### config.mk
export PLATFORM = sky130hd
export DESIGN_NAME = seg_loader
export DESIGN_NICKNAME = d
export VERILOG_FILES = /design/src/rtl/seg_pkg.sv /design/src/rtl/seg_sel_decode.sv /design/src/rtl/seg_desc_unpack.sv /design/src/rtl/seg_fetch_ctrl.sv /design/src/rtl/seg_cache_file.sv /design/src/rtl/seg_loader.sv
export SDC_FILE = /design/constraint.sdc
export NUM_CORES = 1
export LEC_CHECK = 0
export BUFFER_PORTS_ARGS = -buffer_cell sky130_fd_sc_hd__buf_4
export CORE_AREA = 2 2 244 246
export CTS_CLUSTER_SIZE = 8
export DETAILED_ROUTE_END_ITERATION = 10
export DIE_AREA = 0 0 246 248
export GPL_ROUTABILITY_DRIVEN = 0
export PLACE_DENSITY = 0.62
export SLEW_MARGIN = 20
export SYNTH_ARGS = -nofsm -noshare
export SYNTH_HDL_FRONTEND = slang
export SYNTH_HIERARCHICAL = 1
export SYNTH_SLANG_ARGS = --single-unit
### constraint.sdc
create_clock -name clk -period 4.3 [get_ports clk]
set_input_delay 0.43 -clock clk [delete_from_list [all_inputs] [get_ports clk]]
set_output_delay 0.43 -clock clk [all_outputs]
set_load 0.02 [all_outputs]
### src/rtl/seg_pkg.sv
// Shared types for the segment descriptor loader.
// Assumes one cache entry per segment register and a fixed field set.
package seg_pkg;
    typedef struct packed {
        logic [31:0] base;
        logic [19:0] limit;
        logic        gran;
        logic        db;
        logic        app;
        logic [1:0]  dpl;
        logic [3:0]  typ;
        logic        present;
        logic [1:0]  ext;
    } seg_cache_t;

    typedef enum logic [1:0] {
        ST_IDLE  = 2'd0,
        ST_RD_LO = 2'd1,
        ST_RD_HI = 2'd2
    } fetch_state_t;
endpackage

### src/rtl/seg_sel_decode.sv
// Selector decoder: splits a selector into index, table choice and
// requestor level, and forms the descriptor address.
// Assumes descriptors of 8 bytes and selectors of SEL_W bits.
module seg_sel_decode #(
    parameter int SEL_W  = 16,
    parameter int ADDR_W = 32
) (
    input  logic [SEL_W-1:0]  sel,
    input  logic [ADDR_W-1:0] gdt_base,
    input  logic [ADDR_W-1:0] ldt_base,
    output logic [ADDR_W-1:0] desc_addr,
    output logic [1:0]        rpl
);
    localparam int IDX_W = SEL_W - 3;

    logic [IDX_W-1:0]  index;
    logic [ADDR_W-1:0] offset;

    // Field split and table-relative address
    always_comb begin
        index     = sel[SEL_W-1:3];
        rpl       = sel[1:0];
        offset    = ADDR_W'({index, 3'b000});
        desc_addr = (sel[2] ? gdt_base : ldt_base) + offset;
    end
endmodule

### src/rtl/seg_desc_unpack.sv
// Descriptor unpacker and checker: builds a cache entry from the two
// descriptor words and decides whether the load may complete.
// Assumes the split layout: low word = bytes 0..3, high word = bytes 4..7.
module seg_desc_unpack
    import seg_pkg::*;
(
    input  logic [31:0] w_lo,
    input  logic [31:0] w_hi,
    input  logic [1:0]  rpl,
    output seg_cache_t  entry,
    output logic        ok
);
    logic is_data;

    // Field extraction from the split layout
    always_comb begin
        entry.base    = {w_hi[31:24], w_hi[7:0], w_lo[31:16]};
        entry.limit   = {w_hi[19:16], w_lo[15:0]};
        entry.gran    = w_hi[23];
        entry.db      = w_hi[22];
        entry.ext     = w_hi[21:20];
        entry.present = w_hi[15];
        entry.dpl     = w_hi[14:13];
        entry.app     = w_hi[12];
        entry.typ     = w_hi[11:8];
    end

    // Presence and data-segment privilege check
    always_comb begin
        is_data = entry.app && !entry.typ[3];
        ok      = entry.present && !(is_data && (rpl > entry.dpl));
    end
endmodule

### src/rtl/seg_fetch_ctrl.sv
// Fetch controller: accepts selector writes, runs the two-read descriptor
// fetch, and issues one commit or one fault per accepted write.
// Assumes rd_valid is only given while rd_req is high; busy writes are dropped.
module seg_fetch_ctrl
    import seg_pkg::*;
#(
    parameter int NSEG   = 6,
    parameter int SEG_W  = 3,
    parameter int SEL_W  = 16,
    parameter int ADDR_W = 32
) (
    input  logic              clk,
    input  logic              rst_n,
    input  logic              real_mode,
    input  logic              wr_en,
    input  logic [SEG_W-1:0]  wr_seg,
    input  logic [SEL_W-1:0]  wr_sel,
    input  logic [ADDR_W-1:0] gdt_base,
    input  logic [ADDR_W-1:0] ldt_base,
    output logic              rd_req,
    output logic [ADDR_W-1:0] rd_addr,
    input  logic              rd_valid,
    input  logic [31:0]       rd_data,
    output logic              busy,
    output logic              fault,
    output logic              cw_en,
    output logic [SEG_W-1:0]  cw_seg,
    output logic [SEL_W-1:0]  cw_sel,
    output seg_cache_t        cw_entry
);
    localparam int LIM_HI = 20;

    fetch_state_t      state_q;
    logic [SEG_W-1:0]  seg_q;
    logic [SEL_W-1:0]  sel_q;
    logic [ADDR_W-1:0] addr_q;
    logic [31:0]       lo_q;
    logic [ADDR_W-1:0] dec_addr;
    logic [1:0]        dec_rpl;
    logic [1:0]        rpl_q;
    logic              accept;
    logic              last_rd;
    seg_cache_t        fetched;
    seg_cache_t        real_entry;
    logic              desc_ok;

    seg_sel_decode #(.SEL_W(SEL_W), .ADDR_W(ADDR_W)) u_dec (
        .sel       (wr_sel),
        .gdt_base  (gdt_base),
        .ldt_base  (ldt_base),
        .desc_addr (dec_addr),
        .rpl       (dec_rpl)
    );

    seg_desc_unpack u_unpack (
        .w_lo  (lo_q),
        .w_hi  (rd_data),
        .rpl   (rpl_q),
        .entry (fetched),
        .ok    (desc_ok)
    );

    // Write acceptance and final-read detection
    always_comb begin
        accept  = wr_en && (state_q == ST_IDLE) && (wr_seg < SEG_W'(NSEG));
        last_rd = (state_q == ST_RD_HI) && rd_valid;
    end

    // Real-mode cache entry built from the selector
    always_comb begin
        real_entry         = '0;
        real_entry.base    = ADDR_W'({wr_sel, 4'b0000});
        real_entry.limit   = LIM_HI'(20'h0FFFF);
        real_entry.app     = 1'b1;
        real_entry.typ     = 4'b0011;
        real_entry.present = 1'b1;
    end

    // Read port drive
    always_comb begin
        rd_req  = (state_q == ST_RD_LO) || (state_q == ST_RD_HI);
        rd_addr = (state_q == ST_RD_HI) ? addr_q + ADDR_W'(4) : addr_q;
        busy    = (state_q != ST_IDLE);
    end

    // Commit path to the register file
    always_comb begin
        cw_en    = (accept && real_mode) || (last_rd && desc_ok);
        cw_seg   = last_rd ? seg_q : wr_seg;
        cw_sel   = last_rd ? sel_q : wr_sel;
        cw_entry = last_rd ? fetched : real_entry;
    end

    // Fetch sequencing and fault pulse
    always_ff @(posedge clk) begin
        if (!rst_n) begin
            state_q <= ST_IDLE;
            seg_q   <= '0;
            sel_q   <= '0;
            addr_q  <= '0;
            lo_q    <= '0;
            rpl_q   <= '0;
            fault   <= 1'b0;
        end else begin
            fault <= last_rd && !desc_ok;
            case (state_q)
                ST_IDLE: if (accept && !real_mode) begin
                    seg_q   <= wr_seg;
                    sel_q   <= wr_sel;
                    addr_q  <= dec_addr;
                    rpl_q   <= dec_rpl;
                    state_q <= ST_RD_LO;
                end
                ST_RD_LO: if (rd_valid) begin
                    lo_q    <= rd_data;
                    state_q <= ST_RD_HI;
                end
                ST_RD_HI: if (rd_valid) state_q <= ST_IDLE;
                default: state_q <= ST_IDLE;
            endcase
        end
    end
endmodule

### src/rtl/seg_cache_file.sv
// Segment register file: NSEG selectors with their hidden caches.
// Assumes at most one write per cycle, addressed by cw_seg.
module seg_cache_file
    import seg_pkg::*;
#(
    parameter int NSEG  = 6,
    parameter int SEG_W = 3,
    parameter int SEL_W = 16
) (
    input  logic                       clk,
    input  logic                       rst_n,
    input  logic                       cw_en,
    input  logic [SEG_W-1:0]           cw_seg,
    input  logic [SEL_W-1:0]           cw_sel,
    input  seg_cache_t                 cw_entry,
    output logic [NSEG-1:0][SEL_W-1:0] sel_q,
    output seg_cache_t [NSEG-1:0]      cache_q
);
    for (genvar g = 0; g < NSEG; g++) begin : g_reg
        // One register: selector and cache written together
        always_ff @(posedge clk) begin
            if (!rst_n) begin
                sel_q[g]   <= '0;
                cache_q[g] <= '0;
            end else if (cw_en && (cw_seg == SEG_W'(g))) begin
                sel_q[g]   <= cw_sel;
                cache_q[g] <= cw_entry;
            end
        end
    end
endmodule

### src/rtl/seg_loader.sv
// Segment register descriptor loader top: six segment registers whose
// hidden caches are filled from the descriptor tables on a selector write.
// Assumes an external memory answering each held request with rd_valid.
module seg_loader
    import seg_pkg::*;
#(
    parameter int NSEG   = 6,
    parameter int SEG_W  = 3,
    parameter int SEL_W  = 16,
    parameter int ADDR_W = 32
) (
    input  logic                        clk,
    input  logic                        rst_n,
    input  logic                        real_mode,
    input  logic                        wr_en,
    input  logic [SEG_W-1:0]            wr_seg,
    input  logic [SEL_W-1:0]            wr_sel,
    input  logic [ADDR_W-1:0]           gdt_base,
    input  logic [ADDR_W-1:0]           ldt_base,
    output logic                        rd_req,
    output logic [ADDR_W-1:0]           rd_addr,
    input  logic                        rd_valid,
    input  logic [31:0]                 rd_data,
    output logic                        busy,
    output logic                        fault,
    output logic [NSEG-1:0][SEL_W-1:0]  sel_o,
    output logic [NSEG-1:0][31:0]       base_o,
    output logic [NSEG-1:0][19:0]       limit_o,
    output logic [NSEG-1:0]             gran_o,
    output logic [NSEG-1:0]             db_o,
    output logic [NSEG-1:0]             app_o,
    output logic [NSEG-1:0][1:0]        dpl_o,
    output logic [NSEG-1:0][3:0]        type_o,
    output logic [NSEG-1:0]             present_o,
    output logic [NSEG-1:0][1:0]        ext_o
);
    logic                  cw_en;
    logic [SEG_W-1:0]      cw_seg;
    logic [SEL_W-1:0]      cw_sel;
    seg_cache_t            cw_entry;
    seg_cache_t [NSEG-1:0] cache_q;

    seg_fetch_ctrl #(.NSEG(NSEG), .SEG_W(SEG_W), .SEL_W(SEL_W), .ADDR_W(ADDR_W)) u_ctrl (
        .clk       (clk),
        .rst_n     (rst_n),
        .real_mode (real_mode),
        .wr_en     (wr_en),
        .wr_seg    (wr_seg),
        .wr_sel    (wr_sel),
        .gdt_base  (gdt_base),
        .ldt_base  (ldt_base),
        .rd_req    (rd_req),
        .rd_addr   (rd_addr),
        .rd_valid  (rd_valid),
        .rd_data   (rd_data),
        .busy      (busy),
        .fault     (fault),
        .cw_en     (cw_en),
        .cw_seg    (cw_seg),
        .cw_sel    (cw_sel),
        .cw_entry  (cw_entry)
    );

    seg_cache_file #(.NSEG(NSEG), .SEG_W(SEG_W), .SEL_W(SEL_W)) u_file (
        .clk      (clk),
        .rst_n    (rst_n),
        .cw_en    (cw_en),
        .cw_seg   (cw_seg),
        .cw_sel   (cw_sel),
        .cw_entry (cw_entry),
        .sel_q    (sel_o),
        .cache_q  (cache_q)
    );

    for (genvar g = 0; g < NSEG; g++) begin : g_out
        // Per-register field fan-out
        always_comb begin
            base_o[g]    = cache_q[g].base;
            limit_o[g]   = cache_q[g].limit;
            gran_o[g]    = cache_q[g].gran;
            db_o[g]      = cache_q[g].db;
            app_o[g]     = cache_q[g].app;
            dpl_o[g]     = cache_q[g].dpl;
            type_o[g]    = cache_q[g].typ;
            present_o[g] = cache_q[g].present;
            ext_o[g]     = cache_q[g].ext;
        end
    end
endmodule

==> metrics.txt <==
Mapped Area=24,100 µm²; number of buffers added by the clock tree synthesis step=81; mean routed wirelength per cell=21.5 µm; Worst Path Buf+Inv=2; max incr delay on CP=620 ps; critical path, cell by cell=inv_1, ha_2, nand4_4, or4_1, nor3_1, xor2_1, buf_4; number of cell rows=89; final number of setup-violating endpoints=0; setup slack, reg-to-reg=1110 ps; hold buffer count at cts=0; number of unique standard cell types used by synthesis=65; most heavily used metal layer in global routing=met2; hold violation count in the final report=0; core occupancy in the finished layout=0.525; largest net degree at the start of global routing=166; register area share after synthesis=0.471; overall via count from detail_route=19,300; root buffer selected by CTS=sky130_fd_sc_hd__clkbuf_16; clock slew at reported path FFs=50 ps; hold path endpoint=u_ctrl/lo_q[19]; Post-Place Setup Slack=887 ps; predominant post-synthesis flop cell=sky130_fd_sc_hd__dfxtp_1; met1 Resource Use GR=0.294; first-pass GRT wire length=118 mm; final wirelength=81.3 mm; Total Power Consumption=13.0 mW; Yosys reg bits=568; highest clock frequency the design can meet=0.295 GHz; number of sinks handled by clock tree synthesis=568; H-tree depth=3; Tcrit/Tclk final=0.789; worst reg2reg path depth=9; type of the worst min-delay path=primary input to flop; buffers from clock root to sink, at most=3; setup TNS=0 ps; total nets after synthesis=2,622; total half-perimeter wirelength after legalization and detailed placement=59.3 mm; number of global-route vias before repair=19,100; Worst Tran Pin Value=1010 ps; destination of the worst register-to-register timing path=u_file/cache_q[273]; antenna violations before repair=7; Critical Path AT=2960 ps; PostCTS Resize Cnt=0; worst ir drop on vdd=0.264 mV; count of yosys warnings during synthesis=6; largest area contributor in the synthesized netlist=sky130_fd_sc_hd__dfxtp_1; Die W=246 µm; clock tree from TritonCTS=done; most instantiated cells after synthesis=739 x sky130_fd_sc_hd__nand2_1, 568 x sky130_fd_sc_hd__dfxtp_1, 541 x sky130_fd_sc_hd__mux2i_1; final routed DRC violation total=0; Pre-antenna DRT Iters=5; time the worst path needs with I/O delays and setup=3390 ps; GRT met2 Usage=0.444; count leader, synth=sky130_fd_sc_hd__nand2_1; area growth from synthesis to final layout=27.1%; startpoint of the worst-slack reg-to-reg timing path=u_ctrl/state_q[0]; GRT Total Usage=0.254; leakage power figure=15.7 nW; grt ovf=0; first-iteration detailed-routing DRC count=941; number of violations of the max-capacitance limit=0; Power Density=423 nW/µm²; RSZ-0062 raised after global routing=no; fraction of post-synthesis cell area in the top cell type by area=0.471; starting utilization of the core area=0.413; worst-skew pair later-pin latency=620 ps; worst hold start=rd_data[19]; proportion of layout cells with a drive suffix above 1=0.271; final design instance area without fill=30,700 µm²; worst hold path depth=3; grt met3 use=0.0684; Worst Slack Setup Final=905 ps; Core ar.=58,500 µm²; sort of element at the start of the critical path=flop; synthesized instance count=2,480; final net count=3,135; count of pins on the block boundary=635; post-detailed-route via-to-cell ratio=5.11; required time of the critical path=3870 ps; cell with the biggest individual delay on the critical path=sky130_fd_sc_hd__or4_1; cell types with the largest area share after synthesis=sky130_fd_sc_hd__dfxtp_1 47%, sky130_fd_sc_hd__mux2i_1 22%, sky130_fd_sc_hd__nand2_1 11%; number of max-slew violations in the final report=0; number of fillers in the final layout=5,385; ys async rst share=0; number of setup buffers added after CTS=0; syn avg cell area=9.74 µm²; biggest fanout along the worst timing path=10; die footprint=61,000 µm²; Max transition margin=0.327; height of the die=248 µm; Crit Path Class=flop to primary output; remaining number of nets flagged by the antenna check after routing=0; worst-case clock skew=42.0 ps; status=complete, no violations; kind of end point of the critical path=primary output; kind of cell with the highest combined delay on the critical path=simple AND/OR/NAND/NOR gates; placement-stage cell area=28,500 µm²; buffers added on ports=634; number of synthesized flops with an enable pin=0
[tightest hold or removal path, stage by stage]
cell and delay, ps:
sky130_fd_sc_hd__buf_4 110, sky130_fd_sc_hd__nand2_1 50, sky130_fd_sc_hd__a21oi_1 50
[routing by layer]
metal	wire length [µm]	vias to the layer above
li1	-	9174
met1	31900	9317
met2	40500	665
met3	6050	138
met4	2750	8
met5	62	-
[report_power, final]
part | total, mW | internal [mW] | switching [mW]
Sequential | 5.58 | 5.46 | 0.126
Clock | 5.67 | 3.38 | 2.29
Combinational | 1.72 | 0.637 | 1.09
[metrics by stage]
stage / hold slack (ps) / instances
2_1_floorplan: 437 / 2480
3_3_place_gp: 438 / 3683
3_5_place_dp: 445 / 3683
4_1_cts: 38.4 / 3774
5_1_grt: 67.4 / 3777
6_report: 73.4 / 3777
[kinds of logic (layout without fill, tap and decap cells)]
group / Yosys count / after routing / synth area share
AO/OA/AOI/OAI: 97 / 97 / 0.0250
XOR/XNOR: 57 / 57 / 0.0207
adder cells (fa/ha/maj): 22 / 22 / 0.0117
buffers and inverters: 242 / 763 / 0.0717
flip-flops: 568 / 568 / 0.471
multiplexers: 560 / 560 / 0.233
other: 0 / 3 / 0
AND/OR/NAND/NOR: 934 / 934 / 0.167
[flip-flops by register name (all words and copies together), names as in the netlist, 2 cells and up]
register        count
u_ctrl/addr_q      32
u_ctrl/lo_q        32
u_ctrl/rpl_q        2
u_ctrl/seg_q        3
u_ctrl/sel_q       16
u_ctrl/state_q      2
u_file/cache_q    384
u_file/sel_q       96
[worst max-delay path by stage]
| stage | start | end | depth (start not counted) |
|---|---|---|---|
| 4_1_cts | u_ctrl/state_q[0] | rd_addr[31] | 7 |
| 6_report | u_ctrl/state_q[0] | rd_addr[31] | 7 |
| 2_1_floorplan | wr_sel[2] | u_ctrl/addr_q[29] | 15 |
| 3_3_place_gp | wr_sel[2] | u_ctrl/addr_q[21] | 12 |
| 3_5_place_dp | wr_sel[2] | u_ctrl/addr_q[21] | 12 |
| 5_1_grt | u_ctrl/state_q[0] | rd_addr[31] | 7 |
[cell usage in the layout (no fill, tap or decap), types with 3 or more instances in the layout]
master                      count
sky130_fd_sc_hd__nor3_2         7
sky130_fd_sc_hd__mux2i_1      541
sky130_fd_sc_hd__xor2_1        31
sky130_fd_sc_hd__nand3_1       10
sky130_fd_sc_hd__buf_12         5
sky130_fd_sc_hd__a32o_1         5
sky130_fd_sc_hd__a211oi_1       3
sky130_fd_sc_hd__nand4bb_4      3
sky130_fd_sc_hd__o21ai_1        3
sky130_fd_sc_hd__and4_1         3
sky130_fd_sc_hd__inv_16         3
sky130_fd_sc_hd__o21ai_0        7
sky130_fd_sc_hd__diode_2        3
sky130_fd_sc_hd__a21o_1         7
sky130_fd_sc_hd__ha_1          20
sky130_fd_sc_hd__dfxtp_1      568
sky130_fd_sc_hd__mux2_2        19
sky130_fd_sc_hd__nand2_1      739
sky130_fd_sc_hd__clkbuf_16     82
sky130_fd_sc_hd__buf_4        655
sky130_fd_sc_hd__inv_1         10
sky130_fd_sc_hd__a21oi_1       55
sky130_fd_sc_hd__nor2b_1        6
sky130_fd_sc_hd__nor4_2         7
sky130_fd_sc_hd__o21a_1         3
sky130_fd_sc_hd__and3_1        30
sky130_fd_sc_hd__nand4_1       11
sky130_fd_sc_hd__xnor2_1       26
sky130_fd_sc_hd__nor2_1        67
sky130_fd_sc_hd__nand2b_1      21
sky130_fd_sc_hd__nand4b_1       4
[area by class of cell]
class	count	area [µm²]	share of cell area
multi-input cells	1670	11100	0.362
clock inverters	7	116	0.00379
well taps	773	967	0.0315
clock buffers	84	2060	0.0671
inverters	11	42.5	0.00139
flip-flops and latches	568	11400	0.370
repair buffers	661	5030	0.164
diodes	3	7.51	0.000245
Note: power is estimated with default switching activity, not from simulation.
